===== config.mk =====
export PLATFORM = sky130hd
export DESIGN_NAME = pgio_ctrl
export DESIGN_NICKNAME = d
export VERILOG_FILES = /design/src/rtl/pgio_pkg.sv /design/src/rtl/pgio_sync.sv /design/src/rtl/pgio_latches.sv /design/src/rtl/pgio_edge_port.sv /design/src/rtl/pgio_ctrl.sv
export SDC_FILE = /design/constraint.sdc
export NUM_CORES = 1
export LEC_CHECK = 0
export BUFFER_PORTS_ARGS = -buffer_cell sky130_fd_sc_hd__buf_2
export CAP_MARGIN = 20
export CORE_MARGIN = 5
export CORE_UTILIZATION = 40
export DETAILED_ROUTE_END_ITERATION = 8
export MAX_ROUTING_LAYER = met4
export SLEW_MARGIN = 20
export SYNTH_ARGS = -nofsm -noshare
export SYNTH_HDL_FRONTEND = slang
export SYNTH_SLANG_ARGS = --single-unit

===== constraint.sdc =====
create_clock -name clk -period 1.6 [get_ports clk]
set_clock_uncertainty 0.05 [all_clocks]
set_input_delay 0.08 -clock clk [delete_from_list [all_inputs] [get_ports clk]]
set_output_delay 0.08 -clock clk [all_outputs]
set_load 0.02 [all_outputs]

===== src/rtl/pgio_pkg.sv =====
package pgio_pkg;

    localparam int BYTE_W      = 8;
    localparam int OFF_SUMMARY = 6;
    localparam int OFF_PAGE    = 7;
    localparam int OFF_BANK0   = 8;

    localparam logic [BYTE_W-1:0] PAGE_EN_CODE  = 8'h80;
    localparam logic [BYTE_W-1:0] PAGE_POL_CODE = 8'h40;
    localparam logic [BYTE_W-1:0] PAGE_ID_CODE  = 8'hC0;

    typedef enum logic [1:0] {
        BANK_OFF,
        BANK_EN,
        BANK_POL,
        BANK_ID
    } bank_e;

    typedef struct packed {
        logic                wr;
        logic                rd;
        logic [3:0]          addr;
        logic [BYTE_W-1:0]   data;
    } bus_req_t;

    function automatic bank_e decode_page(input logic [BYTE_W-1:0] v);
        case (v)
            PAGE_EN_CODE:  return BANK_EN;
            PAGE_POL_CODE: return BANK_POL;
            PAGE_ID_CODE:  return BANK_ID;
            default:       return BANK_OFF;
        endcase
    endfunction

    function automatic logic [BYTE_W-1:0] edge_hits(
        input logic [BYTE_W-1:0] now_lvl,
        input logic [BYTE_W-1:0] old_lvl,
        input logic [BYTE_W-1:0] rising_sel
    );
        return (rising_sel & now_lvl & ~old_lvl) | (~rising_sel & ~now_lvl & old_lvl);
    endfunction

endpackage


===== src/rtl/pgio_sync.sv =====
module pgio_sync #(
    parameter int WIDTH = 48
) (
    input  logic             clk,
    input  logic             rst,
    input  logic [WIDTH-1:0] d_async,
    output logic [WIDTH-1:0] d_sync
);
    logic [WIDTH-1:0] stage1_q;
    logic [WIDTH-1:0] stage2_q;

    always_ff @(posedge clk) begin
        if (rst) begin
            stage1_q <= '0;
            stage2_q <= '0;
        end else begin
            stage1_q <= d_async;
            stage2_q <= stage1_q;
        end
    end

    assign d_sync = stage2_q;
endmodule


===== src/rtl/pgio_latches.sv =====
module pgio_latches
    import pgio_pkg::*;
#(
    parameter int NUM_PORTS = 6
) (
    input  logic                          clk,
    input  logic                          rst,
    input  bus_req_t                      req,
    output logic [NUM_PORTS*BYTE_W-1:0]   latch_out,
    output logic [BYTE_W-1:0]             page_q
);
    logic [NUM_PORTS-1:0][BYTE_W-1:0] port_q;

    for (genvar p = 0; p < NUM_PORTS; p++) begin : g_port
        always_ff @(posedge clk) begin
            if (rst) begin
                port_q[p] <= '0;
            end else if (req.wr && req.addr == 4'(p)) begin
                port_q[p] <= req.data;
            end
        end
        assign latch_out[p*BYTE_W +: BYTE_W] = port_q[p];
    end

    always_ff @(posedge clk) begin
        if (rst) begin
            page_q <= '0;
        end else if (req.wr && req.addr == 4'(OFF_PAGE)) begin
            page_q <= req.data;
        end
    end
endmodule


===== src/rtl/pgio_edge_port.sv =====
module pgio_edge_port
    import pgio_pkg::*;
(
    input  logic              clk,
    input  logic              rst,
    input  logic [BYTE_W-1:0] lvl_sync,
    input  logic              en_wr,
    input  logic              pol_wr,
    input  logic [BYTE_W-1:0] wdata,
    output logic [BYTE_W-1:0] en_q,
    output logic [BYTE_W-1:0] pol_q,
    output logic [BYTE_W-1:0] pend_q
);
    logic [BYTE_W-1:0] prev_q;
    logic [BYTE_W-1:0] hit;
    logic [BYTE_W-1:0] armed;
    logic [BYTE_W-1:0] pend_d;

    always_comb begin
        hit    = edge_hits(lvl_sync, prev_q, pol_q);
        armed  = pend_q | (hit & en_q);
        pend_d = en_wr ? (armed & wdata) : armed;
    end

    always_ff @(posedge clk) begin
        if (rst) begin
            prev_q <= '0;
            en_q   <= '0;
            pol_q  <= '0;
            pend_q <= '0;
        end else begin
            prev_q <= lvl_sync;
            pend_q <= pend_d;
            if (en_wr)  en_q  <= wdata;
            if (pol_wr) pol_q <= wdata;
        end
    end
endmodule


===== src/rtl/pgio_ctrl.sv =====
module pgio_ctrl
    import pgio_pkg::*;
#(
    parameter int NUM_PORTS = 6,
    parameter int IRQ_PORTS = 3
) (
    input  logic                        clk,
    input  logic                        rst,
    input  logic [3:0]                  bus_addr,
    input  logic                        bus_wr,
    input  logic                        bus_rd,
    input  logic [7:0]                  bus_wdata,
    output logic [7:0]                  bus_rdata,
    input  logic [NUM_PORTS*8-1:0]      pin_in,
    output logic [NUM_PORTS*8-1:0]      pin_out,
    output logic                        irq
);
    localparam int PINS     = NUM_PORTS * BYTE_W;
    localparam int IRQ_PINS = IRQ_PORTS * BYTE_W;

    bus_req_t              req;
    logic [PINS-1:0]       pin_sync;
    logic [BYTE_W-1:0]     page_q;
    bank_e                 bank;
    logic [IRQ_PINS-1:0]   en_all;
    logic [IRQ_PINS-1:0]   pol_all;
    logic [IRQ_PINS-1:0]   pend_all;
    logic [BYTE_W-1:0]     summary;

    assign req = '{wr: bus_wr, rd: bus_rd, addr: bus_addr, data: bus_wdata};

    pgio_sync #(.WIDTH(PINS)) sync_i (
        .clk     (clk),
        .rst     (rst),
        .d_async (pin_in),
        .d_sync  (pin_sync)
    );

    pgio_latches #(.NUM_PORTS(NUM_PORTS)) latch_i (
        .clk       (clk),
        .rst       (rst),
        .req       (req),
        .latch_out (pin_out),
        .page_q    (page_q)
    );

    assign bank = decode_page(page_q);

    for (genvar p = 0; p < IRQ_PORTS; p++) begin : g_irq
        logic sel;
        assign sel = req.wr && (req.addr == 4'(OFF_BANK0 + p));
        pgio_edge_port edge_i (
            .clk      (clk),
            .rst      (rst),
            .lvl_sync (pin_sync[p*BYTE_W +: BYTE_W]),
            .en_wr    (sel && bank == BANK_EN),
            .pol_wr   (sel && bank == BANK_POL),
            .wdata    (req.data),
            .en_q     (en_all[p*BYTE_W +: BYTE_W]),
            .pol_q    (pol_all[p*BYTE_W +: BYTE_W]),
            .pend_q   (pend_all[p*BYTE_W +: BYTE_W])
        );
    end

    always_comb begin
        summary = '0;
        for (int p = 0; p < IRQ_PORTS; p++) begin
            summary[p] = |pend_all[p*BYTE_W +: BYTE_W];
        end
    end

    assign irq = |pend_all;

    always_comb begin
        bus_rdata = '0;
        if (req.rd) begin
            for (int p = 0; p < NUM_PORTS; p++) begin
                if (req.addr == 4'(p)) bus_rdata = pin_sync[p*BYTE_W +: BYTE_W];
            end
            if (req.addr == 4'(OFF_SUMMARY)) bus_rdata = summary;
            if (req.addr == 4'(OFF_PAGE))    bus_rdata = page_q;
            for (int p = 0; p < IRQ_PORTS; p++) begin
                if (req.addr == 4'(OFF_BANK0 + p)) begin
                    case (bank)
                        BANK_EN:  bus_rdata = en_all[p*BYTE_W +: BYTE_W];
                        BANK_POL: bus_rdata = pol_all[p*BYTE_W +: BYTE_W];
                        BANK_ID:  bus_rdata = pend_all[p*BYTE_W +: BYTE_W];
                        default:  bus_rdata = '0;
                    endcase
                end
            end
        end
    end
endmodule


## Word level (Yosys, flattened, before mapping)

Index checks and enable logic that the tools add are counted.
Widths: inputs -> output; s select.

- Mux-type cells: 19
- Bitwise operators: 33
- Reduce and logical (&&, ||, !) cells: 21
- Eq/ne operators: 16

Operators with widths:

| operator | number |
|---|---|
| $and 8x8->8 | 18 |
| $mux 8 | 15 |
| $not 8->8 | 9 |
| $pmux 8 s3 | 3 |
| $or 8x8->8 | 6 |
| $reduce_or 24->1 | 1 |
| $reduce_or 8->1 | 3 |
| $eq 4x3->1 const B | 4 |
| $eq 8x8->1 const B | 2 |
| $logic_and 1x1->1 | 16 |
| $eq 4x4->1 const B | 3 |
| $eq 4x2->1 const B | 2 |
| $eq 8x7->1 const B | 1 |
| $pmux 2 s3 | 1 |
| $eq 2x2->1 const B | 2 |
| $eq 4x1->1 const B | 1 |
| $logic_not 4->1 | 1 |
| $eq 2x1->1 const B | 1 |

- Bits of input ports: 64
- Register bits after elaboration: 248
- Word-level logic and storage cells: 110

## Longest topological paths before layout

Gate-level depths: netlist (run 1).

- Depth after elaboration: 13
- Gate-level depth with buffers: 7

## By module

From an unflattened synthesis (run 1), not the netlist that was laid out.

- Cell total of the unflattened synthesis: 970
- Area, all modules: 10336.2 um^2

By module, submodules not included:

| module | area each (um^2) | cells each | times used |
|---|---|---|---|
| pgio_edge_port | 1288.7 | 117 | 3 |
| pgio_sync | 2600.0 | 202 | 1 |
| pgio_latches | 2232.1 | 196 | 1 |
| pgio_ctrl | 1637.8 | 221 | 1 |

## Worst setup path before layout (run 1)

Ideal clock, no wire load.

- Path type: flip-flop to output port
- Start point: register latch_i.page_q[6]
- End point: output port bus_rdata[2]
- Path slack: -0.200 ns
- Arrival time: 1.670 ns
- Cell stages (with the launch flop): 8
- Path buffers: 2
- Cell sequence: dfxtp_1 > buf_2 > buf_4 > nand3b_1 > o21ai_0 > a21oi_1 > o21a_1 > a211oi_1

- Cells in the longest elaborated chain, start to end: 8
- Elaborated cells between the ends (all ways): 14
- Classes of those cells: eq/ne (6); mux (8)

Ends and longest elaborated chain:

| item | RTL line | RTL |
|---|---|---|
| from (decl) | pgio_latches.sv:10 | `output logic [BYTE_W-1:0] page_q` |
| from (signal assigned) | pgio_latches.sv:29 | `page_q <= req.data;` |
| $eq 8x8->1 or $eq 8x7->1 (tied branches) | pgio_pkg.sv:27 | `case (v)` |
| $pmux 2 s3 * | pgio_pkg.sv:27 |  |
| $eq 2x2->1 or $eq 2x1->1 (tied branches) | pgio_ctrl.sv:84 | `case (bank)` |
| $pmux 8 s3 | pgio_ctrl.sv:84 |  |
| $mux 8 (2 in series) | pgio_ctrl.sv:83 | `if (req.addr == 4'(OFF_BANK0 + p)) begin` |
| $mux 8 * | pgio_ctrl.sv:83 |  |
| $mux 8 * | pgio_ctrl.sv:76 | `if (req.rd) begin` |
| to (decl) | pgio_ctrl.sv:13 | `output logic [7:0] bus_rdata,` |

Mark *: on every way between the ends. The rest lies on a longest branch, timed or not.

## Worst setup path in the final report (run 1)

- Start point: register latch_i.page_q[6]
- End point: output port bus_rdata[7]

Same word-level chain as after synthesis.

==> results of run 1 <==
how the worst min path moves through the flow:
stage | depth (start not counted) | to | start
final | 4 | latch_i.latch_out[42] | bus_wr
after global routing | 4 | latch_i.latch_out[43] | bus_wr
after CTS | 4 | latch_i.latch_out[45] | bus_wr
after detailed placement | 2 | sync_i.stage1_q[44] | pin_in[44]
after global placement | 2 | sync_i.stage1_q[44] | pin_in[44]
after floorplan | 1 | sync_i.stage1_q[0] | pin_in[0]
kinds of logic (layout without fill, tap and decap cells):
group	count (synthesis)	after routing	share of synthesized area [%]
AOI/OAI and AO/OA	187	187	10.7
muxes	94	94	10.6
other	0	2	0
DFF	248	248	50.7
and+or+nand+nor	483	483	24.4
buffers and inverters	78	369	3.60
through the flow:
step,setup WS (ns),power (mW),hold WS (ns)
after floorplan,-0.00943,7.01,0.158
after global placement,-0.300,7.42,0.240
after detailed placement,-0.335,7.43,0.242
after CTS,-0.728,13.7,0.0108
after global routing,-0.776,14.1,0.0377
final,-0.737,13.6,0.0382
registers in the layout, summed over array words and instances, names as in the netlist:
signal               count
sync_i.stage1_q         48
latch_i.page_q           8
g_irq.edge_i.pend_q     24
g_irq.edge_i.prev_q     24
latch_i.latch_out       48
g_irq.edge_i.en_q       24
sync_i.d_sync           48
g_irq.edge_i.pol_q      24
per-layer routing:
metal	vias to the layer above	share of wire (%)
met5	-	0
met4	0	3.7
met3	66	5.5
met2	255	44
met1	3894	46
li1	4235	-
worst max-delay path, stage by stage (launching register included):
cell     delay [ns]
dfxtp_4        0.37
nor2b_2        0.17
buf_4          0.17
buf_4          0.14
a22oi_2        0.21
o22ai_1        0.10
o311a_1        0.36
buf_6          0.16
final cells by class:
type                       count  area (sq um)
clock inverter                 9           101
inverter                       2          7.51
tap                          324           405
antenna                        2          5.00
timing repair buffer         321          2690
clock buffer                  37           783
fill                        2087         10000
multi-input combinational    764          5180
sequential                   248          4980
cell usage after synthesis, drive strengths merged, types with 2 or more instances:
| master | number | area (sq um) |
|---|---|---|
| a21oi | 101 | 505 |
| a2bb2oi | 2 | 17.5 |
| nand2 | 149 | 567 |
| nor2b | 122 | 763 |
| a21o | 5 | 37.5 |
| o2111a | 3 | 33.8 |
| dfxtp | 248 | 4960 |
| nor4 | 4 | 25.0 |
| o21a | 2 | 15.0 |
| buf | 26 | 156 |
| clkbuf | 50 | 189 |
| o31a | 2 | 17.5 |
| nor3b | 2 | 31.3 |
| nor3 | 32 | 209 |
| mux2i | 78 | 781 |
| o22ai | 5 | 31.3 |
| nand4 | 3 | 31.3 |
| a31oi | 6 | 37.5 |
| nand3 | 16 | 90.1 |
| o21ai | 45 | 225 |
| nand3b | 4 | 30.0 |
| a22oi | 8 | 60.1 |
| nor2 | 133 | 514 |
| or3 | 4 | 25.0 |
| a221oi | 3 | 26.3 |
| nand2b | 5 | 31.3 |
| mux4 | 7 | 158 |
| and3 | 4 | 25.0 |
| or4 | 2 | 15.0 |
| mux2 | 9 | 101 |
placed cells by master, fill, tap and decap left out, types with 4 or more instances in the layout:
| master | synthesis | routed |
|---|---|---|
| dfxtp_1 | 248 | 242 |
| nor2b_1 | 122 | 121 |
| nand2_1 | 148 | 120 |
| buf_2 | 17 | 110 |
| buf_4 | 4 | 105 |
| nor2_1 | 131 | 103 |
| mux2i_1 | 78 | 76 |
| a21oi_1 | 101 | 74 |
| dlygate4sd3_1 | 0 | 57 |
| o21ai_0 | 45 | 32 |
| clkbuf_16 | 0 | 29 |
| nor2_4 | 2 | 27 |
| a21oi_2 | 0 | 26 |
| buf_6 | 3 | 24 |
| buf_12 | 0 | 22 |
| nand2_2 | 0 | 21 |
| nor3_2 | 3 | 16 |
| nor3_1 | 26 | 13 |
| nand3_1 | 14 | 11 |
| o21ai_1 | 0 | 10 |
| nand2_4 | 1 | 8 |
| mux4_2 | 7 | 7 |
| mux2_2 | 9 | 7 |
| clkbuf_8 | 0 | 7 |
| a22oi_2 | 0 | 6 |
| nand2b_1 | 5 | 5 |
| a21o_1 | 5 | 5 |
| clkinv_2 | 0 | 5 |
| a31oi_1 | 6 | 4 |
| nand3_4 | 0 | 4 |
| nand3b_1 | 4 | 4 |
| or3_4 | 0 | 4 |
where the power goes:
part	total [mW]	switching, mW	internal (mW)
clock network	6.12	2.41	3.71
registers	6.38	0.0633	6.32
logic	1.11	0.586	0.526
total	13.6	3.06	10.6
repair_timing:
action | 4_1_cts | 5_1_grt
pin swaps | 43 | 22
hold endpoints to repair | 117 | 0
setup buffers | 5 | 2
resized for setup | 104 | 128
hold buffers | 57 | 0
endpoints found under the setup margin | 78 | 81
cloned | 1 | 3
==> summary.txt, run 1 <==
Run status
  • Status: complete, but fails checks
  • Violated checks: setup timing

Synthesis
  • Sequential area share after synthesis: 50.7%
  • Synthesis-stage register bit count: ~250
  • Post-synth EDFFs: 0
  • Syn Nets: 1154
  • Synthesized area: 0.00979 sq mm
  • Synth Flop Type: dfxtp_1
  • Synth Warn #: 0
  • Synthesized area per cell: 8.98 sq um
  • Post-Synthesis Cells: around 1100
  • Async SR Flop Fraction: 0%
  • Cell variety after synth: 51

GRT
  • Gr busiest metal: met2
  • Global-route usage over all layers: 20.5%
  • Met1 usage: 28.0%
  • Largest net degree at the start of global routing: 41
  • Met2 Use GR: 30.9%
  • Grt total ovfl: 0
  • Met3 Use GR: under 10%
  • Vias in the first global route: approximately 8000
  • First-pass GRT wire length: 44900 um
  • Initial antenna violation count: 2

Timing
  • Worst slew margin: 57.3%
  • Unrepaired setup endpoints after global routing: yes
  • Tcrit/Tclk final: 146%
  • Setup violations, final: 66
  • Setup TNS: -8.56 ns
  • Worst Slack Setup Final: -0.737 ns
  • Final Hold Fails: 0
  • Min Tclk post-route: 2.34 ns
  • Least-Margin Pin Slew: 0.640 ns
  • Max-slew violation count: 0
  • Fmax: ~430 MHz

Clock network
  • Clk root buf: clkbuf_16
  • CTS Buf Count: 26
  • Clk_lat worst skew: 0.53 ns
  • Clk sinks: 248
  • CTS tree: built
  • CTS H-tree lvls: 1
  • Clk buf depth: 3
  • CTS clk-pin slew, worst paths: ~0.060 ns

Critical path
  • CP Capture Type: output port
  • RR Startpoint: latch_i.page_q[6]
  • Worst setup path class: flip-flop to output port
  • Setup crit end: bus_rdata[7]
  • R2r endpoint: g_irq[1].edge_i.pend_q[6]
  • R2R setup slack: -0.09 ns
  • Worst setup SP type: flip-flop
  • Crit. Startpoint: latch_i.page_q[6]
  • Worst Path Max Fanout: 7
  • R2r worst-path depth: 7
  • WP data arrival: 2.21 ns
  • Critical Path RT: 1.47 ns

Placement
  • IO Port Bufs: 120
  • Placed Cells: 1594
  • Detailed placement HPWL: 19600 um
  • Post-DP Area: 0.0118 sq mm
  • GPL Wtd Cong: 0.941

Floorplanning
  • Die ar.: 0.0277 sq mm
  • I/O pin count: 121
  • Die Width: 166 um
  • Die height: 166 um
  • Core area: between 0.02 and 0.025 sq mm
  • Initial Utilization: 40.5%
  • Standard-cell row count: 57

Pwr
  • Worst vdd ir: 0.000708 V
  • P per Cell Area: slightly below 1000 mW/mm^2
  • Leak: 5.78 nW

Run
  • Max Cap Viol: 0

Drt
  • # DRC: 0
  • Number of vias per cell: 4.95
  • Detail Route Antenna Nets: 0
  • Iter 0 DRT Violations: 627
  • DR WL/cell: 17.1 um
  • DR vias: 8450
  • Drt total wl: 29100 um
  • Drt pass-1 iters: 5

Final layout
  • Nets: 1427
  • Finished Cell Area: 0.0141 sq mm
  • Share of layout cells above drive strength 1: 34.3%
  • Final Non-Filler Cells: 1707
  • Area Growth Syn to Fin: 44.5%
  • Post-layout util: roughly three fifths

Hold path
  • Worst Hold Class: primary input to flip-flop
(Power assumes the default switching activity.)
==> run 2, diff against run 1 <==
--- a/config.mk
+++ b/config.mk
@@ -5,6 +5,7 @@
 export SDC_FILE = /design/constraint.sdc
 export NUM_CORES = 1
 export LEC_CHECK = 0
+export ABC_CLOCK_PERIOD_IN_PS = 1600
 export BUFFER_PORTS_ARGS = -buffer_cell sky130_fd_sc_hd__buf_2
 export CAP_MARGIN = 20
 export CORE_MARGIN = 5
@@ -15,3 +16,4 @@
 export SYNTH_ARGS = -nofsm -noshare
 export SYNTH_HDL_FRONTEND = slang
 export SYNTH_SLANG_ARGS = --single-unit
+export TNS_END_PERCENT = 1
==> run 2 against run 1 <==
  * The run still ends with setup timing left
  * Global-route usage rose by 0.34 points
  * Sequential share of layout area rose by 1.3 points
  * Flip-flop and latch count did not move
  * Clock power rose by 9.6%
  * Worst hold slack improved by 0.0067 ns
==> summary.txt, run 2 (same netlist as run 1, synthesis figures left out) <==
Run status
  • Status: complete, but fails checks
  • Violated checks: setup timing

Run
  • Max Cap Viol: 0 (unchanged)

Placement
  • IO Port Bufs: 120 (unchanged)
  • Placed Cells: 1603 (+0.56%)
  • Post-Place Setup Slack: -0.405 ns (-0.0700 ns)
  • GPL Wtd Cong: 0.958 (+1.9%)
  • Post-DP Area: 0.0116 sq mm (-0.92%)
  • Detailed placement HPWL: 20000 um (+2.0%)

Timing
  • Final Hold Fails: 0 (unchanged)
  • Least-Margin Pin Slew: 0.529 ns (-0.111 ns)
  • Fmax: 423 MHz (-1.2%)
  • Worst slew margin: 64.7% (+7.4 points)
  • Tcrit/Tclk final: 148% (+1.8 points)
  • Min Tclk post-route: 2.37 ns (+0.0290 ns)
  • Worst Slack Setup Final: -0.766 ns (-0.0290 ns)
  • Unrepaired setup endpoints after global routing: yes
  • Setup TNS: -12.57 ns (-4.01 ns)
  • Setup violations, final: 65 (-1.5%)
  • Max-slew violation count: 0 (unchanged)

Floorplanning
  • Core area: 0.0242 sq mm (unchanged)
  • Standard-cell row count: 57 (unchanged)
  • Die height: 166 um (unchanged)
  • Initial Utilization: 40.5% (unchanged)
  • I/O pin count: 121 (unchanged)
  • Die ar.: 0.0277 sq mm (unchanged)
  • Die Width: 166 um (unchanged)

Clock network
  • Clk sinks: 248 (unchanged)
  • Setup Buffers After CTS: 0 (-5)
  • CTS tree: built
  • CTS Buf Count: 27 (+3.8%)
  • Clk buf depth: 3 (unchanged)
  • CTS clk-pin slew, worst paths: 0.06 ns (about the same)
  • Clk_lat worst skew: 0.52 ns (about the same)
  • CTS H-tree lvls: 1 (unchanged)
  • Clk root buf: clkbuf_16

Final layout
  • Most frequent cells in the layout: 246 x dfxtp_1, 147 x nand2_1, 137 x buf_4
  • Area Growth Syn to Fin: 39.0%
  • Fillers: 2135 (+2.3%)
  • Finished Cell Area: 0.0136 sq mm (-3.8%)
  • Register area: 0.00497 sq mm (-0.20%)
  • Commonest non-fill, non-tap cell in the layout: dfxtp_1
  • Multi-input gate area: 0.00468 sq mm (-9.7%)
  • Share of layout cells above drive strength 1: 27.9% (-6.4 points)
  • Final Non-Filler Cells: 1727 (+1.2%)
  • Nets: 1444 (+1.2%)

GRT
  • Largest net degree at the start of global routing: 55 (+34%)
  • Grt total ovfl: 0 (unchanged)
  • Met3 Use GR: 3.72% (+0.21 points)
  • Gr busiest metal: met2
  • Met1 usage: 28.9% (+0.87 points)
  • Global-route usage over all layers: 20.8% (+0.34 points)
  • Vias in the first global route: 8123 (-0.48%)
  • Met2 Use GR: 31.8% (+0.90 points)
  • First-pass GRT wire length: 45400 um (+1.1%)
  • Initial antenna violation count: 3 (+1)

Pwr
  • Worst vdd ir: 0.000811 V (+15%)
  • Comb pwr share: 7.6% (-0.6 points)
  • Sequential Power Share: 45.1% (-1.8 points)
  • Leak: 5.70 nW (-1.3%)
  • Sw Ratio: 21.9% (-0.54 points)
  • P per Cell Area: 1040 mW/mm^2 (+8.1%)
  • Cell internal pwr: 11.1 mW (+4.7%)
  • Final Power: 14.2 mW (+4.0%)
  • Part of the power in the clock network: 47.4% (+2.4 points)
  • NetSw: 3.10 mW (+1.5%)

Critical path
  • CP Capture Type: output port
  • WP data arrival: 2.24 ns (+0.03 ns)
  • R2r worst-path depth: 7 (unchanged)
  • Worst setup path class: flip-flop to output port
  • Worst Path Max Fanout: 6 (-1)
  • Critical Path RT: 1.47 ns (about the same)
  • Worst setup SP type: flip-flop

Hold path
  • Worst Hold Class: primary input to flip-flop
  • Hold Crit Depth: 4 (unchanged)

Drt
  • Number of vias per cell: 4.91 (-0.90%)
  • # DRC: 0 (unchanged)
  • Detail Route Antenna Nets: 0 (unchanged)
  • DR WL/cell: 16.8 um (-1.2%)
  • Drt total wl: 29100 um (about the same)
  • Iter 0 DRT Violations: 630 (+0.48%)
  • DR vias: 8472 (+0.26%)
  • Drt pass-1 iters: 5 (unchanged)
run 2: worst paths after layout:
check | start | to | slack [ns]
setup / recovery | latch_i.page_q[6] | bus_rdata[3] | -0.77
hold / removal | bus_wr | latch_i.latch_out[47] | 0.04
setup reg to reg | latch_i.page_q[6] | g_irq[0].edge_i.en_q[0] | -0.29
hold reg to reg | sync_i.stage1_q[27] | sync_i.d_sync[27] | 0.37
run 2: cell type report:
class	count	share of cell area, %
inverters	2	0.0552
diodes	3	0.0552
multi-input cells	764	34.4
flip-flops and latches	248	36.5
clock inverters	12	1.41
well taps	324	2.98
clock buffers	37	5.75
repair buffers	337	18.9
run 2: repair_timing:
action                     in CTS  in global routing
hold endpoints to repair      114                  0
pin swaps                      32                 11
hold buffers                   71                  0
gates resized for setup        52                 20
setup endpoints to repair      79                 81
gates cloned                    1                  0
run 2: stage by stage:
stage,utilization (%),hold WS [ns]
2_1_floorplan,-,0.158
3_3_place_gp,48.2,0.242
3_5_place_dp,48.2,0.242
4_1_cts,56.0,0.0235
5_1_grt,56.3,0.0489
6_report,56.3,0.0450
run 2: routing by layer:
layer	up-vias	share of wire, %
li1	4248	-
met1	3923	48
met2	260	44
met3	41	6.3
met4	0	2.1
met5	-	0
run 2: critical path: stages, from the launching register on:
cell and delay (ns):
dfxtp_4 0.40, nor2b_2 0.22, buf_4 0.19, buf_4 0.12
a21oi_1 0.07, o21ai_0 0.27, o2111a_2 0.30, buf_4 0.15
run 2: power groups by stage:
stage                     clock network [mW]  logic [mW]  registers (mW)
after floorplan                            0       0.489            6.52
after global placement                     0       0.891            6.52
after detailed placement                   0       0.898            6.52
after CTS                               6.82        1.06            6.38
after global routing                    7.10        1.16            6.39
final                                   6.71        1.07            6.38
